## config.mk

```make
export PLATFORM = sky130hd
export DESIGN_NAME = capture_fifo
export DESIGN_NICKNAME = d
export VERILOG_FILES = /design/src/rtl/capture_fifo_pkg.sv /design/src/rtl/capture_fifo_dp.sv /design/src/rtl/capture_fifo_ctrl.sv /design/src/rtl/capture_fifo_irq.sv /design/src/rtl/capture_fifo.sv
export SDC_FILE = /design/constraint.sdc
export NUM_CORES = 2
export LEC_CHECK = 0
export BUFFER_PORTS_ARGS = -buffer_cell sky130_fd_sc_hd__buf_2
export CAP_MARGIN = 25
export CORE_UTILIZATION = 40
export CTS_CLUSTER_SIZE = 40
export DETAILED_ROUTE_END_ITERATION = 8
export GPL_TIMING_DRIVEN = 1
export SKIP_CTS_REPAIR_TIMING = 1
export SLEW_MARGIN = 30
export SYNTH_ARGS = -nofsm -noshare
export SYNTH_HDL_FRONTEND = slang
export SYNTH_SLANG_ARGS = --single-unit
```

## constraint.sdc

```tcl
create_clock -name clk -period 7.3 [get_ports clk]
set_input_delay 1.825 -clock clk [delete_from_list [all_inputs] [get_ports clk]]
set_output_delay 1.825 -clock clk [all_outputs]
set_load 0.05 [all_outputs]
```

## src/rtl/capture_fifo_pkg.sv

```systemverilog
package capture_fifo_pkg;
  localparam int unsigned CF_DATA_W  = 32;
  localparam int unsigned CF_DEPTH   = 128;
  localparam int unsigned CF_THR_W   = 7;
  localparam int unsigned CF_NUM_EVT = 5;

  typedef enum int unsigned {
    EV_OVERFLOW  = 0,
    EV_UNDERFLOW = 1,
    EV_FULL      = 2,
    EV_THRESH    = 3,
    EV_NONEMPTY  = 4
  } evtIdx_e;

  // strobes from control to datapath
  typedef struct packed {
    logic push;      // accepted write
    logic pop;       // accepted read
    logic popEmpty;  // read of an empty buffer
  } dpStrobe_t;
endpackage

```

## src/rtl/capture_fifo_dp.sv

```systemverilog
module capture_fifo_dp
  import capture_fifo_pkg::*;
#(
  parameter int unsigned DEPTH  = CF_DEPTH,
  parameter int unsigned DATA_W = CF_DATA_W,
  localparam int unsigned PTR_W = $clog2(DEPTH)
) (
  input  logic              clk,
  input  logic              rstN,
  input  dpStrobe_t         strobe,
  input  logic [PTR_W-1:0]  wrAddr,
  input  logic [PTR_W-1:0]  rdAddr,
  input  logic [DATA_W-1:0] wrData,
  output logic [DATA_W-1:0] rdData
);
  logic [DATA_W-1:0] store [DEPTH];

  // storage array: no reset, written only on an accepted write
  always_ff @(posedge clk) begin
    if (strobe.push) store[wrAddr] <= wrData;
  end

  // registered read port; an empty read returns zero
  always_ff @(posedge clk or negedge rstN) begin
    if (!rstN)                rdData <= '0;
    else if (strobe.pop)      rdData <= store[rdAddr];
    else if (strobe.popEmpty) rdData <= '0;
  end

  AST_EMPTY_READ_ZERO: assert property (@(posedge clk) disable iff (!rstN)
    strobe.popEmpty && !strobe.pop |=> rdData == '0);
endmodule

```

## src/rtl/capture_fifo_ctrl.sv

```systemverilog
module capture_fifo_ctrl
  import capture_fifo_pkg::*;
#(
  parameter int unsigned DEPTH = CF_DEPTH,
  parameter int unsigned THR_W = CF_THR_W,
  localparam int unsigned PTR_W = $clog2(DEPTH),
  localparam int unsigned LVL_W = $clog2(DEPTH + 1)
) (
  input  logic                  clk,
  input  logic                  rstN,
  input  logic                  wrEn,
  input  logic                  rdEn,
  input  logic                  dmaEnable,
  input  logic [THR_W-1:0]      thrCode,
  output dpStrobe_t             strobe,
  output logic [PTR_W-1:0]      wrPtr,
  output logic [PTR_W-1:0]      rdPtr,
  output logic [LVL_W-1:0]      level,
  output logic [LVL_W-1:0]      peakLevel,
  output logic                  dmaReq,
  output logic [CF_NUM_EVT-1:0] evtRaw
);
  logic             isFull, isEmpty, acceptWr, acceptRd, atThresh;
  logic [LVL_W-1:0] thrLevel, levelNext;

  function automatic logic [PTR_W-1:0] bump(input logic [PTR_W-1:0] p);
    return (p == PTR_W'(DEPTH - 1)) ? '0 : p + PTR_W'(1);
  endfunction

  assign isFull   = (level == LVL_W'(DEPTH));
  assign isEmpty  = (level == '0);
  assign acceptWr = wrEn && !isFull;
  assign acceptRd = rdEn && !isEmpty;

  // the threshold code is stored one below the word count it stands for
  assign thrLevel = LVL_W'(thrCode) + LVL_W'(1);
  assign atThresh = (level >= thrLevel);
  assign dmaReq   = dmaEnable && atThresh;

  always_comb begin
    unique case ({acceptWr, acceptRd})
      2'b10:   levelNext = level + LVL_W'(1);
      2'b01:   levelNext = level - LVL_W'(1);
      default: levelNext = level;
    endcase
  end

  always_comb begin
    strobe          = '0;
    strobe.push     = acceptWr;
    strobe.pop      = acceptRd;
    strobe.popEmpty = rdEn && isEmpty;
  end

  always_comb begin
    evtRaw              = '0;
    evtRaw[EV_OVERFLOW]  = wrEn && isFull;
    evtRaw[EV_UNDERFLOW] = rdEn && isEmpty;
    evtRaw[EV_FULL]      = isFull;
    evtRaw[EV_THRESH]    = atThresh;
    evtRaw[EV_NONEMPTY]  = !isEmpty;
  end

  always_ff @(posedge clk or negedge rstN) begin
    if (!rstN) begin
      wrPtr     <= '0;
      rdPtr     <= '0;
      level     <= '0;
      peakLevel <= '0;
    end else begin
      if (acceptWr) wrPtr <= bump(wrPtr);
      if (acceptRd) rdPtr <= bump(rdPtr);
      level <= levelNext;
      if (levelNext > peakLevel) peakLevel <= levelNext;
    end
  end

  AST_LEVEL_BOUND: assert property (@(posedge clk) disable iff (!rstN)
    level <= LVL_W'(DEPTH));
  AST_NO_OVERFLOW: assert property (@(posedge clk) disable iff (!rstN)
    (level == LVL_W'(DEPTH)) && wrEn && !rdEn |=> (level == LVL_W'(DEPTH)) && $stable(wrPtr));
  AST_NO_UNDERFLOW: assert property (@(posedge clk) disable iff (!rstN)
    (level == '0) && rdEn && !wrEn |=> (level == '0) && $stable(rdPtr));
  AST_PTR_GAP: assert property (@(posedge clk) disable iff (!rstN)
    PTR_W'(wrPtr - rdPtr) == level[PTR_W-1:0]);
  AST_PEAK_COVERS: assert property (@(posedge clk) disable iff (!rstN)
    peakLevel >= level);
  AST_PEAK_MONO: assert property (@(posedge clk) disable iff (!rstN)
    1'b1 |=> peakLevel >= $past(peakLevel));
  AST_DMA_GATED: assert property (@(posedge clk) disable iff (!rstN)
    !dmaEnable |-> !dmaReq);
endmodule

```

## src/rtl/capture_fifo_irq.sv

```systemverilog
module capture_fifo_irq
  import capture_fifo_pkg::*;
#(
  parameter int unsigned NUM_EVT = CF_NUM_EVT
) (
  input  logic               clk,
  input  logic               rstN,
  input  logic [NUM_EVT-1:0] evtRaw,
  input  logic [NUM_EVT-1:0] evtClear,
  input  logic [NUM_EVT-1:0] evtEnable,
  output logic [NUM_EVT-1:0] evtPending,
  output logic               irq
);
  for (genvar i = 0; i < NUM_EVT; i++) begin : g_evt
    // an event in the same cycle as its clear keeps the bit set
    always_ff @(posedge clk or negedge rstN) begin
      if (!rstN) evtPending[i] <= 1'b0;
      else       evtPending[i] <= evtRaw[i] || (evtPending[i] && !evtClear[i]);
    end

    AST_STICKY: assert property (@(posedge clk) disable iff (!rstN)
      evtPending[i] && !evtClear[i] |=> evtPending[i]);
    AST_EVENT_WINS: assert property (@(posedge clk) disable iff (!rstN)
      evtRaw[i] |=> evtPending[i]);
  end

  assign irq = |(evtPending & evtEnable);
endmodule

```

## src/rtl/capture_fifo.sv

```systemverilog
module capture_fifo
  import capture_fifo_pkg::*;
(
  input  logic        clk,
  input  logic        rstN,
  input  logic        wrEn,
  input  logic [31:0] wrData,
  input  logic        rdEn,
  output logic [31:0] rdData,
  input  logic        dmaEnable,
  input  logic [6:0]  thrCode,
  output logic        dmaReq,
  output logic [6:0]  wrPtr,
  output logic [6:0]  rdPtr,
  output logic [7:0]  level,
  output logic [7:0]  peakLevel,
  input  logic [4:0]  evtClear,
  input  logic [4:0]  evtEnable,
  output logic [4:0]  evtPending,
  output logic        irq
);
  dpStrobe_t             strobe;
  logic [CF_NUM_EVT-1:0] evtRaw;

  capture_fifo_ctrl #(.DEPTH(CF_DEPTH), .THR_W(CF_THR_W)) u_ctrl (
    .clk(clk), .rstN(rstN), .wrEn(wrEn), .rdEn(rdEn),
    .dmaEnable(dmaEnable), .thrCode(thrCode), .strobe(strobe),
    .wrPtr(wrPtr), .rdPtr(rdPtr), .level(level), .peakLevel(peakLevel),
    .dmaReq(dmaReq), .evtRaw(evtRaw)
  );

  capture_fifo_dp #(.DEPTH(CF_DEPTH), .DATA_W(CF_DATA_W)) u_dp (
    .clk(clk), .rstN(rstN), .strobe(strobe), .wrAddr(wrPtr),
    .rdAddr(rdPtr), .wrData(wrData), .rdData(rdData)
  );

  capture_fifo_irq #(.NUM_EVT(CF_NUM_EVT)) u_irq (
    .clk(clk), .rstN(rstN), .evtRaw(evtRaw), .evtClear(evtClear),
    .evtEnable(evtEnable), .evtPending(evtPending), .irq(irq)
  );
endmodule

```

==> out/metrics.cfg <==
[timing]
tightest_slew_ns = 1.18
rsz0062_at_grt = no
fmax_mhz = 163
period_minus_slack_ns = 6.12
setup_violations = 0
finalSetupTns_ns = 0
final_max_slew_viol_count = 0
clock_skew_ns = 0.108
relSlewSlack_pct = 20.5
final_hold_viol_count = 0
finalCritPeriodShare_pct = 83.9

[route]
wl_um = 485000
via_per_inst = 6.13
drt_first_iter_violations = 12600
vias = 81900
drtAntennaViolNets = 0
drt-pass1-iter-count = 7
post-route-drc-count = 0
routedWlPerCell_um = 36.3

[floorplan]
die_w_um = 635
core_area_sq_um = 399000
die_area_sq_um = 403000
io_pins = 123
die_y_um = 635
start_util_pct = 40.1
fp-row-count = 232

[finish]
fin_nets = 7817
areaGrowthSynthToFinish_pct = 15.6
drive_above_1_share_pct = 27.2
fillers = 32300
finish.utilization_pct = 46.4

[worst_setup_path]
startpoint_type = register
critPathArrivalTime_ns = 6.99
cp.required_ns = 8.17
crit_cells = 16
end_kind = register
reg2reg_depth = 16
critical-path-max-stage-delay_ns = 0.73
crit_chain = nor4_1 -> a31oi_2 -> buf_4 -> inv_1 -> ha_1 -> xor2_1 -> ha_1 -> nand2_1 -> o311ai_0 -> mux2i_1 -> a31oi_1 -> xor2_1 -> ha_1 -> and3_1 -> a22oi_1 -> mux2_2
slowest_stage = a22oi_1
path_delay_family = compound AO/OA/AOI/OAI gates
worstPathMaxFanout = 16
path_class = reg -> reg
worst_path_most_repeated_cell = ha_1
worst-path-buf-inv = 2

[yosys]
synth_fp_nets = 7346
synth_area_per_cell_sq_um = 22.0
synth_top_cell_by_area = edfxtp_1
yosysWarningCount = 0
synth_edf_count = 4096
synth_cells = 7270
synth.top_cell.area_share_pct = 76.8
async_flop_share_pct = 1.61
ys_seq_area_share_pct = 77.8
netlist-cell-type-count = 71
netlist_area_sq_um = 160000
ys_ff_latch = 4163
ys.flop_type = edfxtp_1
netlist_top_cells_area = edfxtp_1 (77%), mux4_2 (13%), mux2i_1 (2.5%)

[grt]
grt_pass1_wl_um = 664000
grt_usage_pct = 23.6
grt_pass1_vias = 79700
grt_max_degree = 118
antenna_found_initial = 51
gr-total-overflow = 0

[status]
outcome = complete, no violations

[place]
io_buffers = 122
gp_congestion = 0.907
detailed_place_hpwl_um = 306000

[clock_network]
cts_inserted_buffers = 407
cts_tree = done
clkLatencyLatePin_ns = 0.99
cts_buffer_depth = 4
clkSinkCount = 4163
path_clk_slew_ns = 0.07
htree_num_levels = 5
clockRootBuffer = clkbuf_16

[worst_hold_path]
whs_path_depth = 1
hold_class = reg -> reg

[job]
max_cap_violations = 0

[power]
power_density_nw_per_um2 = 366
power_leakage_uw = 0.0578
vdd_ir_drop_max_v = 0.000353

## cell families (layout without fill, tap and decap cells)
group | after synthesis | after routing | share of synthesized area (%)
other cells | 0 | 19 | 0
flops | 4163 | 4163 | 77.8
simple gates | 525 | 525 | 1.43
compound gates | 762 | 762 | 3.29
xor+xnor | 24 | 24 | 0.131
mux | 1340 | 1340 | 15.6
fa+ha+maj | 22 | 22 | 0.172
buf+inv | 434 | 1244 | 1.61
## per-layer routing
metal | up-vias | wire length, um | part of all wire [%] | GRT usage [%]
met5 | - | 119 | 0.025 | 0
met4 | 20 | 24000 | 5.0 | 9.93
met3 | 859 | 52500 | 11 | 5.46
met2 | 5116 | 221000 | 46 | 35.8
met1 | 44100 | 188000 | 39 | 32.9
li1 | 31900 | - | - | -
## stage by stage
| step | cell area, sq um | setup slack (ns) | power, uW | cells | hold slack (ns) |
|---|---|---|---|---|---|
| finish | 185000 | 1.18 | 67700 | 13400 | 0.510 |
| global route | 185000 | 0.896 | 69100 | 13300 | 0.529 |
| CTS | 185000 | 1.29 | 67600 | 13300 | 0.500 |
| detailed placement | 171000 | 0.561 | 46300 | 12600 | 0.473 |
| global placement | 168000 | 0.587 | 46000 | 12500 | 0.478 |
| floorplan | 160000 | 1.43 | 37500 | 7270 | 0.717 |
## where the power goes
group	switching, uW	internal, uW
clock network	9080	12500
registers	733	26800
logic	12700	5840
total	22600	45200
## cells in the mapped netlist, types with 31 or more instances
| cell | count |
|---|---|
| o221ai_1 | 35 |
| o22ai_1 | 68 |
| nand2_1 | 170 |
| a21oi_1 | 142 |
| a221oi_1 | 73 |
| clkbuf_1 | 151 |
| a22oi_1 | 92 |
| buf_2 | 110 |
| nor3_1 | 34 |
| dfrtp_1 | 67 |
| edfxtp_1 | 4096 |
| a211oi_1 | 42 |
| nor2_1 | 201 |
| buf_6 | 51 |
| o21ai_0 | 111 |
| mux4_2 | 919 |
| buf_4 | 64 |
| nand3_1 | 37 |
| mux2i_1 | 394 |
| a31oi_1 | 31 |
## final cells by class
| type | count | area [sq um] | area share, % |
|---|---|---|---|
| multi-input cells | 2673 | 34200 | 18.5 |
| clock inverters | 260 | 2920 | 1.58 |
| flip-flops and latches | 4163 | 125000 | 67.3 |
| clock buffers | 488 | 10700 | 5.77 |
| inverters | 31 | 130 | 0.0703 |
| repair buffers | 465 | 5930 | 3.20 |
| well taps | 5265 | 6590 | 3.56 |
| diodes | 19 | 47.5 | 0.0257 |
## registers in the layout, indices dropped and copies added (netlist names)
signal            count
u_ctrl.peakLevel      8
u_dp.rdData          32
u_dp.store         4096
u_irq.evtPending      5
u_ctrl.wrPtr          7
u_ctrl.level          8
u_ctrl.rdPtr          7
## layout by cell type, fill, tap and decap left out, types with 33 or more instances in the layout
cell type and n:
buf_2 94, clkinv_1 79, a22oi_1 92, buf_16 114, nor2_4 129, dfrtp_1 60
buf_4 217, nand2_1 160, clkbuf_1 70, a221oi_1 73, bufinv_16 59, a211oi_1 38
edfxtp_1 4096, o21ai_0 106, nand3_1 33, clkinv_2 79, o221ai_1 34, mux2i_1 394
nor2_1 68, a21oi_1 142, clkbuf_16 415, mux4_2 919, o22ai_1 67
## worst paths after layout
path	from	endpoint	slack, ns
max	u_ctrl.level[2]	u_ctrl.peakLevel[7]	1.18
min	u_dp.rdData[13]	u_dp.rdData[13]	0.51
max reg2reg	u_ctrl.level[2]	u_ctrl.peakLevel[7]	1.18
min reg2reg	u_dp.rdData[13]	u_dp.rdData[13]	0.51
max in group asynchronous	rstN	u_ctrl.rdPtr[4]	5.27
min in group asynchronous	rstN	u_ctrl.level[3]	0.76
(Power assumes the default switching activity.)
